$ cat config.mk
export PLATFORM = sky130hd
export DESIGN_NAME = dctl_regs
export DESIGN_NICKNAME = d
export VERILOG_FILES = /design/src/rtl/dctl_pkg.sv /design/src/rtl/dctl_type_word.sv /design/src/rtl/dctl_enable_reg.sv /design/src/rtl/dctl_ident_gate.sv /design/src/rtl/dctl_read_port.sv /design/src/rtl/dctl_regs.sv
export SDC_FILE = /design/constraint.sdc
export NUM_CORES = 1
export LEC_CHECK = 0
export BUFFER_PORTS_ARGS = -buffer_cell sky130_fd_sc_hd__buf_2
export CAP_MARGIN = 20
export CORE_MARGIN = 4
export CORE_UTILIZATION = 35
export CTS_CLUSTER_DIAMETER = 50
export CTS_CLUSTER_SIZE = 8
export DETAILED_ROUTE_END_ITERATION = 16
export PLACE_DENSITY = 0.94
export SYNTH_ARGS = -nofsm -noshare
export SYNTH_HDL_FRONTEND = slang
export SYNTH_SLANG_ARGS = --single-unit
export TNS_END_PERCENT = 30
$ cat constraint.sdc
create_clock -name clk -period 1.4 [get_ports clk]
set_input_delay 0.21 -clock clk [delete_from_list [all_inputs] [get_ports clk]]
set_output_delay 0.21 -clock clk [all_outputs]
set_load 0.02 [all_outputs]
$ cat src/rtl/dctl_pkg.sv
package dctl_pkg;

  localparam int DATA_W = 32;

  // register select taken from address bits [3:2]
  typedef enum logic [1:0] {
    SEL_CTRL  = 2'd0,
    SEL_TYPE  = 2'd1,
    SEL_IDENT = 2'd2,
    SEL_NONE  = 2'd3
  } reg_sel_e;

  // identification word field positions (decoded by software)
  localparam int ID_IMPL_LSB = 0;
  localparam int ID_IMPL_W   = 12;
  localparam int ID_REV_LSB  = 12;
  localparam int ID_REV_W    = 4;
  localparam int ID_PROD_LSB = 24;
  localparam int ID_PROD_W   = 8;

  // type word field positions
  localparam int TY_LINES_W  = 5;
  localparam int TY_CPU_LSB  = 5;
  localparam int TY_CPU_W    = 3;

  function automatic reg_sel_e decode_sel(input logic [1:0] word_idx);
    return reg_sel_e'(word_idx);
  endfunction

  function automatic logic [DATA_W-1:0] build_ident(
    input logic [ID_PROD_W-1:0] prod,
    input logic [ID_REV_W-1:0]  rev,
    input logic [ID_IMPL_W-1:0] impl
  );
    logic [DATA_W-1:0] w;
    w = '0;
    w[ID_PROD_LSB +: ID_PROD_W] = prod;
    w[ID_REV_LSB  +: ID_REV_W]  = rev;
    w[ID_IMPL_LSB +: ID_IMPL_W] = impl;
    return w;
  endfunction

endpackage

$ cat src/rtl/dctl_type_word.sv
module dctl_type_word
  import dctl_pkg::*;
#(
  parameter int SPI_W = 10,
  parameter int CPU_W = 4
) (
  input  logic [SPI_W-1:0]  spi_lines,
  input  logic [CPU_W-1:0]  cpu_count,
  output logic [DATA_W-1:0] type_word
);

  localparam int TOT_W = SPI_W + 1;

  logic [TOT_W-1:0] total_lines;
  logic [TOT_W-1:0] blocks_m1;
  logic [CPU_W-1:0] cpus_m1;

  always_comb begin
    total_lines = TOT_W'(spi_lines) + TOT_W'(32);
    blocks_m1   = (total_lines >> 5) - TOT_W'(1);
    cpus_m1     = cpu_count - CPU_W'(1);
    type_word   = '0;
    type_word[TY_LINES_W-1:0]          = blocks_m1[TY_LINES_W-1:0];
    type_word[TY_CPU_LSB +: TY_CPU_W]  = cpus_m1[TY_CPU_W-1:0];
  end

endmodule

$ cat src/rtl/dctl_enable_reg.sv
module dctl_enable_reg (
  input  logic clk,
  input  logic rst_n,
  input  logic bus_ctrl_wr,
  input  logic bus_en_bit,
  input  logic cfg_ctrl_wr,
  input  logic cfg_en_bit,
  output logic enable,
  output logic wake
);

  logic en_q, en_d, en_ld;
  logic wake_q, wake_d;

  // next state: configuration port takes priority
  always_comb begin
    en_ld = cfg_ctrl_wr | bus_ctrl_wr;
    en_d  = en_q;
    if (cfg_ctrl_wr)      en_d = cfg_en_bit;
    else if (bus_ctrl_wr) en_d = bus_en_bit;
    wake_d = en_ld & en_d & ~en_q;
  end

  always_ff @(posedge clk or negedge rst_n) begin
    if (!rst_n) begin
      en_q   <= 1'b0;
      wake_q <= 1'b0;
    end else begin
      if (en_ld) en_q <= en_d;
      wake_q <= wake_d;
    end
  end

  assign enable = en_q;
  assign wake   = wake_q;

  AST_WAKE_ON_RISE: assert property (@(posedge clk) disable iff (!rst_n)
    wake_q |-> (en_q && !$past(en_q)));
  AST_WAKE_ONE_CYCLE: assert property (@(posedge clk) disable iff (!rst_n)
    wake_q |=> !wake_q);
  AST_EN_NEEDS_WRITE: assert property (@(posedge clk) disable iff (!rst_n)
    !$stable(en_q) |-> $past(bus_ctrl_wr || cfg_ctrl_wr));
  AST_CFG_WINS: assert property (@(posedge clk) disable iff (!rst_n)
    cfg_ctrl_wr |=> (en_q == $past(cfg_en_bit)));

endmodule

$ cat src/rtl/dctl_ident_gate.sv
module dctl_ident_gate
  import dctl_pkg::*;
(
  input  logic              clk,
  input  logic              rst_n,
  input  logic              cfg_req,
  input  logic              cfg_we,
  input  logic              cfg_aligned,
  input  reg_sel_e          cfg_sel,
  input  logic [DATA_W-1:0] cfg_wdata,
  input  logic [DATA_W-1:0] ident_word,
  output logic              cfg_err,
  output logic              grp_wr_en
);

  logic id_write, id_match;
  logic err_d, err_q;
  logic grp_d, grp_q, grp_ld;

  always_comb begin
    id_write = cfg_req & cfg_we & cfg_aligned & (cfg_sel == SEL_IDENT);
    id_match = (cfg_wdata == ident_word);
    err_d    = cfg_req & (~cfg_aligned | (id_write & ~id_match));
    grp_ld   = id_write & id_match;
    grp_d    = 1'b1;
  end

  always_ff @(posedge clk or negedge rst_n) begin
    if (!rst_n) begin
      err_q <= 1'b0;
      grp_q <= 1'b0;
    end else begin
      err_q <= err_d;
      if (grp_ld) grp_q <= grp_d;
    end
  end

  assign cfg_err   = err_q;
  assign grp_wr_en = grp_q;

  AST_GRP_STICKY: assert property (@(posedge clk) disable iff (!rst_n)
    grp_q |=> grp_q);
  AST_GRP_CAUSE: assert property (@(posedge clk) disable iff (!rst_n)
    $rose(grp_q) |-> ($past(cfg_req && cfg_we) && !err_q));
  AST_ERR_SOURCE: assert property (@(posedge clk) disable iff (!rst_n)
    err_q |-> $past(cfg_req));

endmodule

$ cat src/rtl/dctl_read_port.sv
module dctl_read_port
  import dctl_pkg::*;
(
  input  logic              clk,
  input  logic              rst_n,
  input  logic              req,
  input  logic              we,
  input  logic              aligned,
  input  reg_sel_e          sel,
  input  logic              enable,
  input  logic [DATA_W-1:0] type_word,
  input  logic [DATA_W-1:0] ident_word,
  output logic [DATA_W-1:0] rdata
);

  logic [DATA_W-1:0] rd_d, rd_q;
  logic              rd_ld;

  always_comb begin
    rd_ld = req & ~we;
    rd_d  = '0;
    if (aligned) begin
      unique case (sel)
        SEL_CTRL:  rd_d = DATA_W'(enable);
        SEL_TYPE:  rd_d = type_word;
        SEL_IDENT: rd_d = ident_word;
        default:   rd_d = '0;
      endcase
    end
  end

  always_ff @(posedge clk or negedge rst_n) begin
    if (!rst_n)     rd_q <= '0;
    else if (rd_ld) rd_q <= rd_d;
  end

  assign rdata = rd_q;

  AST_RD_HOLD: assert property (@(posedge clk) disable iff (!rst_n)
    !$stable(rd_q) |-> $past(req && !we));

endmodule

$ cat src/rtl/dctl_regs.sv
module dctl_regs
  import dctl_pkg::*;
#(
  parameter int                 ADDR_W      = 12,
  parameter int                 SPI_W       = 10,
  parameter int                 CPU_W       = 4,
  parameter logic [ID_PROD_W-1:0] PRODUCT_ID  = 8'h4B,
  parameter logic [ID_REV_W-1:0]  REVISION    = 4'd2,
  parameter logic [ID_IMPL_W-1:0] IMPLEMENTER = 12'h43B
) (
  input  logic              clk,
  input  logic              rst_n,
  input  logic [SPI_W-1:0]  spi_lines,
  input  logic [CPU_W-1:0]  cpu_count,
  input  logic              bus_req,
  input  logic              bus_we,
  input  logic [ADDR_W-1:0] bus_addr,
  input  logic [31:0]       bus_wdata,
  output logic [31:0]       bus_rdata,
  input  logic              cfg_req,
  input  logic              cfg_we,
  input  logic [ADDR_W-1:0] cfg_addr,
  input  logic [31:0]       cfg_wdata,
  output logic [31:0]       cfg_rdata,
  output logic              cfg_err,
  output logic              dist_enable,
  output logic              wake_pulse,
  output logic              group_wr_en
);

  localparam logic [DATA_W-1:0] IDENT_WORD =
    build_ident(PRODUCT_ID, REVISION, IMPLEMENTER);
  localparam int NPORT = 2;

  // reset: asserted asynchronously, released on the clock
  logic rst_s1, rst_s2;
  always_ff @(posedge clk or negedge rst_n) begin
    if (!rst_n) begin
      rst_s1 <= 1'b0;
      rst_s2 <= 1'b0;
    end else begin
      rst_s1 <= 1'b1;
      rst_s2 <= rst_s1;
    end
  end

  // per-port decode
  logic              p_req     [NPORT];
  logic              p_we      [NPORT];
  logic [ADDR_W-1:0] p_addr    [NPORT];
  logic              p_aligned [NPORT];
  reg_sel_e          p_sel     [NPORT];
  logic              p_ctrl_wr [NPORT];
  logic [DATA_W-1:0] p_rdata   [NPORT];

  always_comb begin
    p_req[0]  = bus_req;  p_we[0] = bus_we;  p_addr[0] = bus_addr;
    p_req[1]  = cfg_req;  p_we[1] = cfg_we;  p_addr[1] = cfg_addr;
  end

  logic [DATA_W-1:0] type_word;
  logic              en_q;

  dctl_type_word #(.SPI_W(SPI_W), .CPU_W(CPU_W)) u_type (
    .spi_lines (spi_lines),
    .cpu_count (cpu_count),
    .type_word (type_word)
  );

  for (genvar g = 0; g < NPORT; g++) begin : g_port
    always_comb begin
      p_aligned[g] = (p_addr[g][1:0] == 2'b00);
      p_sel[g]     = decode_sel(p_addr[g][3:2]);
      p_ctrl_wr[g] = p_req[g] & p_we[g] & p_aligned[g] & (p_sel[g] == SEL_CTRL);
    end

    dctl_read_port u_rd (
      .clk        (clk),
      .rst_n      (rst_s2),
      .req        (p_req[g]),
      .we         (p_we[g]),
      .aligned    (p_aligned[g]),
      .sel        (p_sel[g]),
      .enable     (en_q),
      .type_word  (type_word),
      .ident_word (IDENT_WORD),
      .rdata      (p_rdata[g])
    );
  end

  dctl_enable_reg u_en (
    .clk         (clk),
    .rst_n       (rst_s2),
    .bus_ctrl_wr (p_ctrl_wr[0]),
    .bus_en_bit  (bus_wdata[0]),
    .cfg_ctrl_wr (p_ctrl_wr[1]),
    .cfg_en_bit  (cfg_wdata[0]),
    .enable      (en_q),
    .wake        (wake_pulse)
  );

  dctl_ident_gate u_id (
    .clk         (clk),
    .rst_n       (rst_s2),
    .cfg_req     (cfg_req),
    .cfg_we      (cfg_we),
    .cfg_aligned (p_aligned[1]),
    .cfg_sel     (p_sel[1]),
    .cfg_wdata   (cfg_wdata),
    .ident_word  (IDENT_WORD),
    .cfg_err     (cfg_err),
    .grp_wr_en   (group_wr_en)
  );

  assign bus_rdata   = p_rdata[0];
  assign cfg_rdata   = p_rdata[1];
  assign dist_enable = en_q;

  AST_BUS_ID_RO: assert property (@(posedge clk) disable iff (!rst_s2)
    (bus_req && bus_we && !cfg_req) |=> $stable(group_wr_en));
  AST_RESET_QUIET: assert property (@(posedge clk)
    !rst_s2 |-> (!dist_enable && !wake_pulse && !group_wr_en && !cfg_err));

endmodule

# After elaboration in Yosys (flattened, before gate mapping)
# Index checks and enable logic that the tools add are counted.
[totals]
reg_bits = 70
word_cells = 47
[classes]
eq_ne = 5
n_addsub = 3
bitwise = 21
n_mux = 6
reduce_logical = 4
[op_table]
columns = ["operator", "count"]
rows = [
  ["$pmux W31 S3", 2],
  ["$mux W31", 2],
  ["$eq A32 B31 Y1 const B", 1],
  ["$and A1 B1 Y1", 14],
  ["$add A10 B6 Y10 const B", 1],
  ["$logic_not A2 Y1", 4],
  ["$not A1 Y1", 5],
  ["$sub A5 B1 Y5 const B", 1],
  ["$eq A2 B1 Y1 const B", 2],
  ["$eq A2 B2 Y1 const B", 2],
  ["$sub A3 B1 Y3 const B", 1],
  ["$mux W1", 2],
  ["$or A1 B1 Y1", 2],
]

# Logic depth before layout (Yosys ltp)
# Gate-level depths: netlist of the first run.
[logic_depth]
depth_word = 7
mapped_depth = 6
mapped_depth_nobuf = 6

# Cells and area by module
# Synthesis of the first run repeated with hierarchy kept, for this count alone.
[hier_totals]
cells_unflattened = 407
hier_area_um2 = 3918.8
[modules_own_cells]
columns = ["module", "n_inst", "area_each_um2", "cells_per_inst", "seq_area_each_um2"]
rows = [
  ["dctl_read_port", 2, 1491.4, 147, 800.8],
  ["dctl_ident_gate", 1, 431.7, 51, 50.0],
  ["dctl_type_word", 1, 312.8, 45, 0.0],
  ["dctl_regs", 1, 110.1, 10, 50.0],
  ["dctl_enable_reg", 1, 81.3, 7, 50.0],
]

# Worst setup path before layout of the first run
# Ideal clock, no wire load.
[synth_timing]
path_type = "input to register"
from = "input spi_lines[5]"
to = "register g_port[0].u_rd.rd_q[3]"
path_stages = 5
path_slack_ns = -0.031
t_arrival_ns = 1.305
required_time_ns = 1.274
n_path_buf = 0
path_cell_list = "ha_1 -> o31ai_1 -> o21ai_1 -> xnor2_1 -> a221o_1"
[synth_between]
elab_chain_cells = 4
[synth_rtl]
columns = ["item", "line", "source"]
rows = [
  ["start, declared", "dctl_regs.sv:13", "input logic [SPI_W-1:0] spi_lines,"],
  ["$add A10 B6 Y10", "dctl_type_word.sv:19", "total_lines = TOT_W'(spi_lines) + TOT_W'(32);"],
  ["$sub A5 B1 Y5", "dctl_type_word.sv:20", "blocks_m1 = (total_lines >> 5) - TOT_W'(1);"],
  ["$pmux W31 S3", "dctl_read_port.sv:23", "unique case (sel)"],
  ["$mux W31", "dctl_read_port.sv:22", "if (aligned) begin"],
  ["end signal, assigned", "dctl_read_port.sv:34", "else if (rd_ld) rd_q <= rd_d;"],
  ["end, declared", "dctl_read_port.sv:16", "logic [DATA_W-1:0] rd_d, rd_q;"],
]
# No other way between the ends.
# A chain may end at the register's enable or synchronous reset.

# Final worst setup path of the first run
[layout_timing]
from = "input bus_addr[2]"
to = "register u_en.en_q (netlist: u_en.enable)"
[layout_between]
elab_chain_cells = 4
elab_cells_between_ends = 5
cone_classes = "mux: 2; bitwise: 2; reduce/logical: 1"
[layout_rtl]
columns = ["item", "line", "source"]
rows = [
  ["start, declared", "dctl_regs.sv:17", "input logic [ADDR_W-1:0] bus_addr,"],
  ["$logic_not A2 Y1 (*)", "dctl_regs.sv:74", "p_ctrl_wr[g] = p_req[g] & p_we[g] & p_aligned[g] & (p_sel[g] == SEL_CTRL);"],
  ["$and A1 B1 Y1 (*)", "dctl_regs.sv:74", ""],
  ["$mux W1", "dctl_enable_reg.sv:20", "else if (bus_ctrl_wr) en_d = bus_en_bit;"],
  ["$mux W1", "dctl_enable_reg.sv:19", "if (cfg_ctrl_wr) en_d = cfg_en_bit;"],
  ["end signal, assigned", "dctl_enable_reg.sv:29", "if (en_ld) en_q <= en_d;"],
  ["end, declared", "dctl_enable_reg.sv:12", "logic en_q, en_d, en_ld;"],
]
# Mark *: on every way between the ends. The rest lies on a longest branch, timed or not.

==> results.yml, run 1 <==
power_and_ir_drop:
  p_leak_uw: 0.00113
  power_density_mw_per_mm2: 853
  ir_drop_v: 0.000476
  total_power_uw: 1710
timing:
  fmax_mhz: 794
  finalHoldViolCount: 0
  setup_tns_ps: 0
  hold_slack_ps: 176
  period_needed_ps: 1260
  fin_skew_ps: 4.20
  rsz0062_at_grt: "no"
  finalMaxSlewViolations: 0
  post-route-period-util_pct: 90.0
  finalSetupViolCount: 0
  setup_ws_ps: 140
yosys:
  synth.area.top_cells: "dfrtp_1, buf_4, nand2_1"
  synth-seq-area-share_pct: 38.1
  syn_area_mm2: 0.00158
  synth_flop_cell: "dfrtp_1"
  synth.ff_latch_count: 24
  syn_inst: 171
  synth_cell_type_count: 38
  synth_edf_count: 0
  synth_area_leader_cell: "dfrtp_1"
  synth_area_per_cell_um2: 9.22
  async_reset_ff_share_pct: 100
  yosysTopAreaCellShare_pct: 38.1
  yosysWarnings: 0
critical_path:
  crit-reg2reg-launch: "u_en.enable$_DFFE_PN0N_"
  cp_max_fo: 2
  ff2ff_setup_slack_ps: 220
  required_ps: 1560
  critPathLaunchType: "input pin"
  endpoint_kind: "flip-flop"
  crit_start: "bus_addr[2]"
  critPathKind: "input pin to flip-flop"
  rr_worst_depth: 2
  rr_endpoint: "g_port[1].u_rd.rdata[0]$_DFFE_PN0P_"
  cp.arrival_ps: 1420
placed_design:
  place_hpwl_mm: 3.52
  gp_congestion: 0.778
  dp_slack_ps: -316
  portBuffers: 86
  place_area_mm2: 0.00193
clocking:
  cts_setup_buffers: 0
  root_buffer: "clkbuf_8"
  cts_sinks: 24
  cts_tree: "yes"
  ctsLongestPathBuffers: 2
  clk_latency_ps: 270
  cts.clk_slew.worst_paths_ps: 90
  cts_buffers: 3
  cts_max_level: 1
global_route:
  busiest_layer: "met2"
  gr-total-overflow: 0
  grtUsageMet3_pct: 4.01
  grt_max_degree: 23
  grt_pass1_vias: 1276
  grt.met1_usage_pct: 15.8
  gr-usage-all-layers_pct: 13.8
  grt_pass1_wl_mm: 5.90
  antenna_found_initial: 0
  met2_usage_pct: 23.5
job:
  max_cap_viol_count: 0
run_status:
  outcome: "complete, no violations"
floorplanning:
  die_w_um: 75.1
  die_height_um: 75.1
  num_rows: 24
  io-pin-count: 176
  core_mm2: 0.00435
  die-area_mm2: 0.00564
  initial_core_util_pct: 36.2
detailed_routing:
  wl_per_cell_um: 13.2
  via_per_inst: 4.44
  via_count: 1373
  drtIter0Drc: 89
  first_pass_iters: 4
  totalWireLength_mm: 4.09
  post-route-drc-count: 0
  antenna_left: 0
hold_path:
  holdCritPathClass: "input pin to flip-flop"
  holdPathEnd: "u_id.cfg_err$_DFF_PN0_"
  hp-start: "cfg_req"
  hold_path_depth: 2
finish:
  final_nets: 368
  finalInstanceArea_mm2: 0.00201
  drive_gt1_share_pct: 42.0
  diodes: 0
  area_delta_synth_final_pct: 27.3
[layout make-up]
cell class                      instances  area, µm²
Fill cell                             423       2350
Multi-Input combinational cell        127        752
Sequential cell                        24        601
Timing Repair Buffer                   97        515
Tap cell                               52       65.1
Clock buffer                            4       55.1
Inverter                                5       18.8
[cells by family after synthesis]
group                    share of synthesized area [%]
buffers and inverters                             24.1
AND/OR/NAND/NOR                                   19.3
AO/OA/AOI/OAI                                     13.6
flip-flops                                        38.1
XOR/XNOR                                          2.22
adder cells (fa/ha/maj)                           1.59
other                                            0.476
multiplexers                                     0.635
[worst max-delay path, cell delays in order]
cell and delay, ps:
buf_2 110, or4b_4 550, nor3b_4 230, mux2i_1 260, o21ai_2 60
[cell usage after synthesis (2+ instances only)]
master and n:
or2_1 2, clkbuf_1 3, ha_1 2, nor3_1 3, nor2_1 5, o21ai_0 9, conb_1 2, nand3b_1 2
a21o_1 2, buf_4 46, xnor2_1 4, nand2b_1 4, nand2_1 19, a21oi_1 2, nand3_1 2, a221o_1 2
inv_1 5, a22o_1 3, dfrtp_1 24, o31ai_1 7, nor4_1 4, o211ai_1 3
[where the power goes]
group | internal, µW | total [µW] | switching [µW]
combinational | 171 | 468 | 298
clock | 252 | 479 | 227
sequential | 732 | 764 | 31.7
[timing repair]
action | in CTS | in global routing
hold buffers | 1 | 0
hold endpoints to repair | 2 | 0
setup endpoints to repair | 1 | 1
resized for setup | 1 | 1
[per-stage QoR]
stage	utilization [%]	instances
global route	46.1	309
global placement	44.3	304
floorplan	-	206
CTS	45.9	309
detailed placement	44.3	304
finish	46.1	309
[cells in the final DEF (no fill, tap or decap), types with 5 or more instances in the layout]
master and instances:
buf_2 86, conb_1 37, dfrtp_1 24, nand2_1 19
buf_4 10, o21ai_0 9, o31ai_1 7, inv_1 5
nor2_1 5
[flip-flops by register name, indices dropped and copies added (netlist names)]
register           cells
g_port.u_rd.rdata     18
rst_s1                 1
rst_s2                 1
u_en.enable            1
u_en.wake              1
u_id.cfg_err           1
u_id.grp_wr_en         1
[worst max path at each step]
stage / to / slack, ps / cells after the start
2_1_floorplan: u_en.enable$_DFFE_PN0N_ / 20 / 4
3_5_place_dp: u_id.cfg_err$_DFF_PN0_ / -320 / 7
4_1_cts: u_id.cfg_err$_DFF_PN0_ / 70 / 7
6_report: u_en.enable$_DFFE_PN0N_ / 140 / 5
3_3_place_gp: u_id.cfg_err$_DFF_PN0_ / -270 / 7
5_1_grt: u_id.cfg_err$_DFF_PN0_ / 10 / 7
[routing by layer]
metal	wire, µm	share of wire [%]
met3	514	13
met1	1480	36
met5	0	0
met4	106	2.6
met2	1990	49
(Power assumes the default switching activity.)
==> run 2, diff against run 1 <==
--- a/config.mk
+++ b/config.mk
@@ -8,11 +8,11 @@
 export BUFFER_PORTS_ARGS = -buffer_cell sky130_fd_sc_hd__buf_2
 export CAP_MARGIN = 20
 export CORE_MARGIN = 4
-export CORE_UTILIZATION = 35
+export CORE_UTILIZATION = 37
 export CTS_CLUSTER_DIAMETER = 50
 export CTS_CLUSTER_SIZE = 8
 export DETAILED_ROUTE_END_ITERATION = 16
-export PLACE_DENSITY = 0.94
+export PLACE_DENSITY = 0.95
 export SYNTH_ARGS = -nofsm -noshare
 export SYNTH_HDL_FRONTEND = slang
 export SYNTH_SLANG_ARGS = --single-unit
==> results.yml, run 2 (synthesized netlist as in run 1, its figures left out) <==
timing:
  rsz0062_at_grt: "no"
  fin_skew_ps: 0.716
  finalMaxSlewViolations: 0
  post-route-period-util_pct: 92.3
  fmax_mhz: 774
  finalHoldViolCount: 0
  setup_ws_ps: 108
  period_needed_ps: 1290
  setup_tns_ps: 0
  finalSetupViolCount: 0
global_route:
  gr-total-overflow: 0
  grt_pass1_wl_mm: 5.62
  grtUsageMet3_pct: 3.42
  grt_max_degree: 23
  grt.met1_usage_pct: 18.1
  grt_pass1_vias: 1220
  gr-usage-all-layers_pct: 13.6
  busiest_layer: "met2"
  antenna_found_initial: 0
  met2_usage_pct: 22.0
power_and_ir_drop:
  ir_drop_v: 0.000396
  p_int_uw: 1090
  clock_power_share_pct: 24.3
  p_comb_share_pct: 28.6
  power_density_mw_per_mm2: 817
  p_sw_share_pct: 32.3
  p_leak_uw: 0.00111
  seqPwrFrac_pct: 47.1
  p_sw_uw: 521
detailed_routing:
  totalWireLength_mm: 3.80
  wl_per_cell_um: 12.4
  antenna_left: 0
  drtIter0Drc: 67
  post-route-drc-count: 0
  via_per_inst: 4.39
  via_count: 1338
  first_pass_iters: 4
finish:
  final_nets: 367
  layout_common_cells: "buf_2, conb_1, dfrtp_1, nand2_1"
  diodes: 0
  drive_gt1_share_pct: 41.2
  final_common_cell: "buf_2"
  largest_reg_flops: 18
  area_delta_synth_final_pct: 25.4
floorplanning:
  die_height_um: 73.3
  die-area_mm2: 0.00537
  core_mm2: 0.00406
  initial_core_util_pct: 38.9
  num_rows: 23
  io-pin-count: 176
  die_w_um: 73.3
clocking:
  clk_latency_ps: 260
  cts_max_level: 1
  root_buffer: "clkbuf_8"
  cts_setup_buffers: 0
  cts_buffers: 3
  cts_sinks: 24
  cts.clk_slew.worst_paths_ps: 80
  cts_tree: "yes"
  ctsLongestPathBuffers: 2
run_status:
  outcome: "complete, no violations"
placed_design:
  place_hpwl_mm: 3.35
  portBuffers: 86
  gp_congestion: 0.786
  dp_slack_ps: -228
critical_path:
  cp_max_fo: 2
  critPathCapture: "u_id.cfg_err$_DFF_PN0_"
  rr_worst_depth: 2
  required_ps: 1550
  crit_start: "cfg_wdata[29]"
  critPathLaunchType: "input pin"
  endpoint_kind: "flip-flop"
  rr_endpoint: "g_port[1].u_rd.rdata[0]$_DFFE_PN0P_"
  cp.arrival_ps: 1450
  crit-reg2reg-launch: "u_en.enable$_DFFE_PN0N_"
  ff2ff_setup_slack_ps: 450
  critPathKind: "input pin to flip-flop"
job:
  max_cap_viol_count: 0
hold_path:
  holdCritPathClass: "input pin to flip-flop"
## run 2: power by group through the flow
stage          Sequential [µW]  Clock, µW  Combinational [µW]
3_3_place_gp               772          0                 449
3_5_place_dp               777          0                 459
2_1_floorplan              826          0                 309
5_1_grt                    768        426                 506
6_report                   760        393                 461
4_1_cts                    762        401                 463
## run 2: per-stage QoR
| stage | total power (µW) | util [%] | cell area [µm²] | cells | hold slack (ps) |
|---|---|---|---|---|---|
| global placement | 1220 | 47.3 | 1920 | 301 | -4.21 |
| detailed placement | 1240 | 47.3 | 1920 | 301 | -3.15 |
| finish | 1610 | 48.7 | 1980 | 305 | 190 |
| CTS | 1630 | 48.6 | 1970 | 305 | 189 |
| global route | 1700 | 48.7 | 1980 | 305 | 202 |
| floorplan | 1140 | - | 1720 | 206 | -85.6 |
## run 2: how the worst min path moves through the flow
stage | start | end | slack [ps] | depth (start not counted)
2_1_floorplan | rst_n | rst_s1$_DFF_PN0_ | -90 | 0
3_3_place_gp | rst_n | rst_s1$_DFF_PN0_ | -4 | 1
3_5_place_dp | rst_n | rst_s1$_DFF_PN0_ | -3 | 1
4_1_cts | cfg_req | u_id.cfg_err$_DFF_PN0_ | 190 | 2
5_1_grt | cfg_req | u_id.cfg_err$_DFF_PN0_ | 200 | 2
6_report | cfg_req | u_id.cfg_err$_DFF_PN0_ | 190 | 2
## run 2: layout make-up
class                      count  area, µm²
clock buffer                   3       41.3
fill                         412       2080
inverter                       5       18.8
multi-input combinational    127        746
sequential                    24        601
tap                           50       62.6
timing repair buffer          96        508
## run 2: routing by layer
metal	share of wire (%)	routed length [µm]	vias up
li1	-	-	678
met1	39	1480	589
met2	47	1800	67
met3	13	478	4
met4	0.95	36	0
met5	0	0	-
## run 2: worst max-delay path, cell delays in order
cell	delay, ps
buf_2	100
nor4b_2	300
nand4_1	140
nor4_1	310
buf_4	170
o31ai_1	50
and2_1	160
## run 2: repair_timing
item / in CTS / in global routing
hold endpoints to repair: 2 / 0
resized for setup: 0 / 1
setup endpoints to repair: 0 / 1
hold buffers: 1 / 0
==> run 3, diff against run 2 <==
--- a/config.mk
+++ b/config.mk
@@ -8,11 +8,11 @@
 export BUFFER_PORTS_ARGS = -buffer_cell sky130_fd_sc_hd__buf_2
 export CAP_MARGIN = 20
 export CORE_MARGIN = 4
-export CORE_UTILIZATION = 37
+export CORE_UTILIZATION = 34
 export CTS_CLUSTER_DIAMETER = 50
 export CTS_CLUSTER_SIZE = 8
 export DETAILED_ROUTE_END_ITERATION = 16
-export PLACE_DENSITY = 0.95
+export PLACE_DENSITY = 0.92
 export SYNTH_ARGS = -nofsm -noshare
 export SYNTH_HDL_FRONTEND = slang
 export SYNTH_SLANG_ARGS = --single-unit
==> constraint.sdc (replaced) <==
create_clock -name clk -period 1.3 [get_ports clk]
set_input_delay 0.195 -clock clk [delete_from_list [all_inputs] [get_ports clk]]
set_output_delay 0.195 -clock clk [all_outputs]
set_load 0.02 [all_outputs]
==> results.yml, run 3 (synthesized netlist as in run 1, its figures left out) <==
critical_path:
  cp_max_fo: 4
  required_ps: 1450
  endpoint_kind: "flip-flop"
  ff2ff_setup_slack_ps: 320
  critical-path-max-stage-delay_ps: 340
  path_cells: "buf_2, ha_4, o31ai_2, o21ai_1, xnor2_1, a221o_1"
  cp.arrival_ps: 1410
  critPathLaunchType: "input pin"
  slowest_stage: "a221o_1"
  critPathKind: "input pin to flip-flop"
detailed_routing:
  antenna_left: 0
  via_count: 1404
  totalWireLength_mm: 4.05
  drtIter0Drc: 51
  post-route-drc-count: 0
  first_pass_iters: 4
  via_per_inst: 4.51
  wl_per_cell_um: 13.0
floorplanning:
  die_w_um: 76.1
  num_rows: 24
  die-area_mm2: 0.00579
  io-pin-count: 176
  die_height_um: 76.1
  core_mm2: 0.00441
  initial_core_util_pct: 35.7
power_and_ir_drop:
  p_sw_share_pct: 32.1
  clock_power_share_pct: 27.4
  p_leak_uw: 0.00114
  ir_drop_v: 0.000401
  seqPwrFrac_pct: 44.5
  p_sw_uw: 593
  p_comb_share_pct: 28.2
  total_power_uw: 1850
  p_int_uw: 1250
  power_density_mw_per_mm2: 911
timing:
  fmax_mhz: 793
  finalSetupViolCount: 0
  setup_tns_ps: 0
  setup_ws_ps: 39.6
  fin_skew_ps: 3.13
  finalHoldViolCount: 0
  post-route-period-util_pct: 97.0
  finalMaxSlewViolations: 0
  period_needed_ps: 1260
  rsz0062_at_grt: "yes"
placed_design:
  place_hpwl_mm: 3.55
  gp_congestion: 0.795
  portBuffers: 86
  dp_slack_ps: -284
clocking:
  cts.clk_slew.worst_paths_ps: 80
  root_buffer: "clkbuf_8"
  cts_max_level: 1
  clk_latency_ps: 270
  cts_buffers: 3
  ctsLongestPathBuffers: 2
  cts_tree: "yes"
  cts_sinks: 24
job:
  max_cap_viol_count: 0
finish:
  final_nets: 370
  final_common_cell: "buf_2"
  drive_gt1_share_pct: 42.9
  diodes: 0
  largest_reg_flops: 18
  area_delta_synth_final_pct: 28.6
  layout_common_cells: "buf_2, conb_1, dfrtp_1, nand2_1, buf_4"
global_route:
  antenna_found_initial: 0
  grt_max_degree: 23
  gr-total-overflow: 0
  grt_pass1_vias: 1399
  gr-usage-all-layers_pct: 13.6
  grt_pass1_wl_mm: 6.53
run_status:
  outcome: "complete, no violations"
hold_path:
  holdCritPathClass: "input pin to flip-flop"
run 3: power groups by stage:
stage	Combinational [µW]	Clock, µW	Sequential, µW
final	520	505	821
after global routing	569	553	828
after CTS	519	524	820
after floorplan	333	0	890
after global placement	499	0	833
after detailed placement	515	0	835
run 3: area by class of cell:
class                           instances  area (µm²)
Sequential cell                        24         601
Timing Repair Buffer                   99         531
Multi-Input combinational cell        127         757
Clock buffer                            4        55.1
Tap cell                               52        65.1
Inverter                                5        18.8
Fill cell                             436        2390
run 3: metal layers:
layer / wire [µm] / vias to the layer above / global-route usage, %
met5: 0 / - / 0
met2: 1980 / 76 / 24.8
met1: 1550 / 641 / 15.4
met3: 456 / 5 / 3.55
met4: 51 / 0 / 4.20
li1: - / 682 / -
run 3: timing repair:
item,CTS,global route
endpoints found under the hold margin,2,0
gates resized for setup,0,3
buffers inserted,0,0
endpoints found under the setup margin,0,3
hold buffers,1,0
run 3: critical path: cells and delay by family:
kind / cells / cell delay, ps
adder cells (fa/ha/maj): 1 / 250
buffers and inverters: 1 / 120
AO/OA/AOI/OAI: 3 / 680
XOR/XNOR: 1 / 170
run 3: stage by stage:
step / hold slack, ps / instances / instance area, µm² / utilization, %
after floorplan: -101 / 206 / 1720 / -
after global placement: -20.2 / 306 / 1940 / 44.0
final: 176 / 311 / 2030 / 45.9
after CTS: 170 / 311 / 2010 / 45.5
after detailed placement: -18.0 / 306 / 1940 / 44.0
after global routing: 177 / 311 / 2030 / 45.9
run 3: path summary, 6_finish.rpt:
path / cells past startpoint / to / from
min in group asynchronous: 1 / g_port[0].u_rd.rdata[2]$_DFFE_PN0P_ / rst_s2$_DFF_PN0_
max reg2reg: 2 / g_port[1].u_rd.rdata[0]$_DFFE_PN0P_ / u_en.enable$_DFFE_PN0N_
max: 6 / g_port[0].u_rd.rdata[3]$_DFFE_PN0P_ / spi_lines[5]
min: 2 / u_id.cfg_err$_DFF_PN0_ / cfg_req
max in group asynchronous: 1 / g_port[1].u_rd.rdata[3]$_DFFE_PN0P_ / rst_s2$_DFF_PN0_
min reg2reg: 1 / g_port[0].u_rd.rdata[2]$_DFFE_PN0P_ / rst_s2$_DFF_PN0_
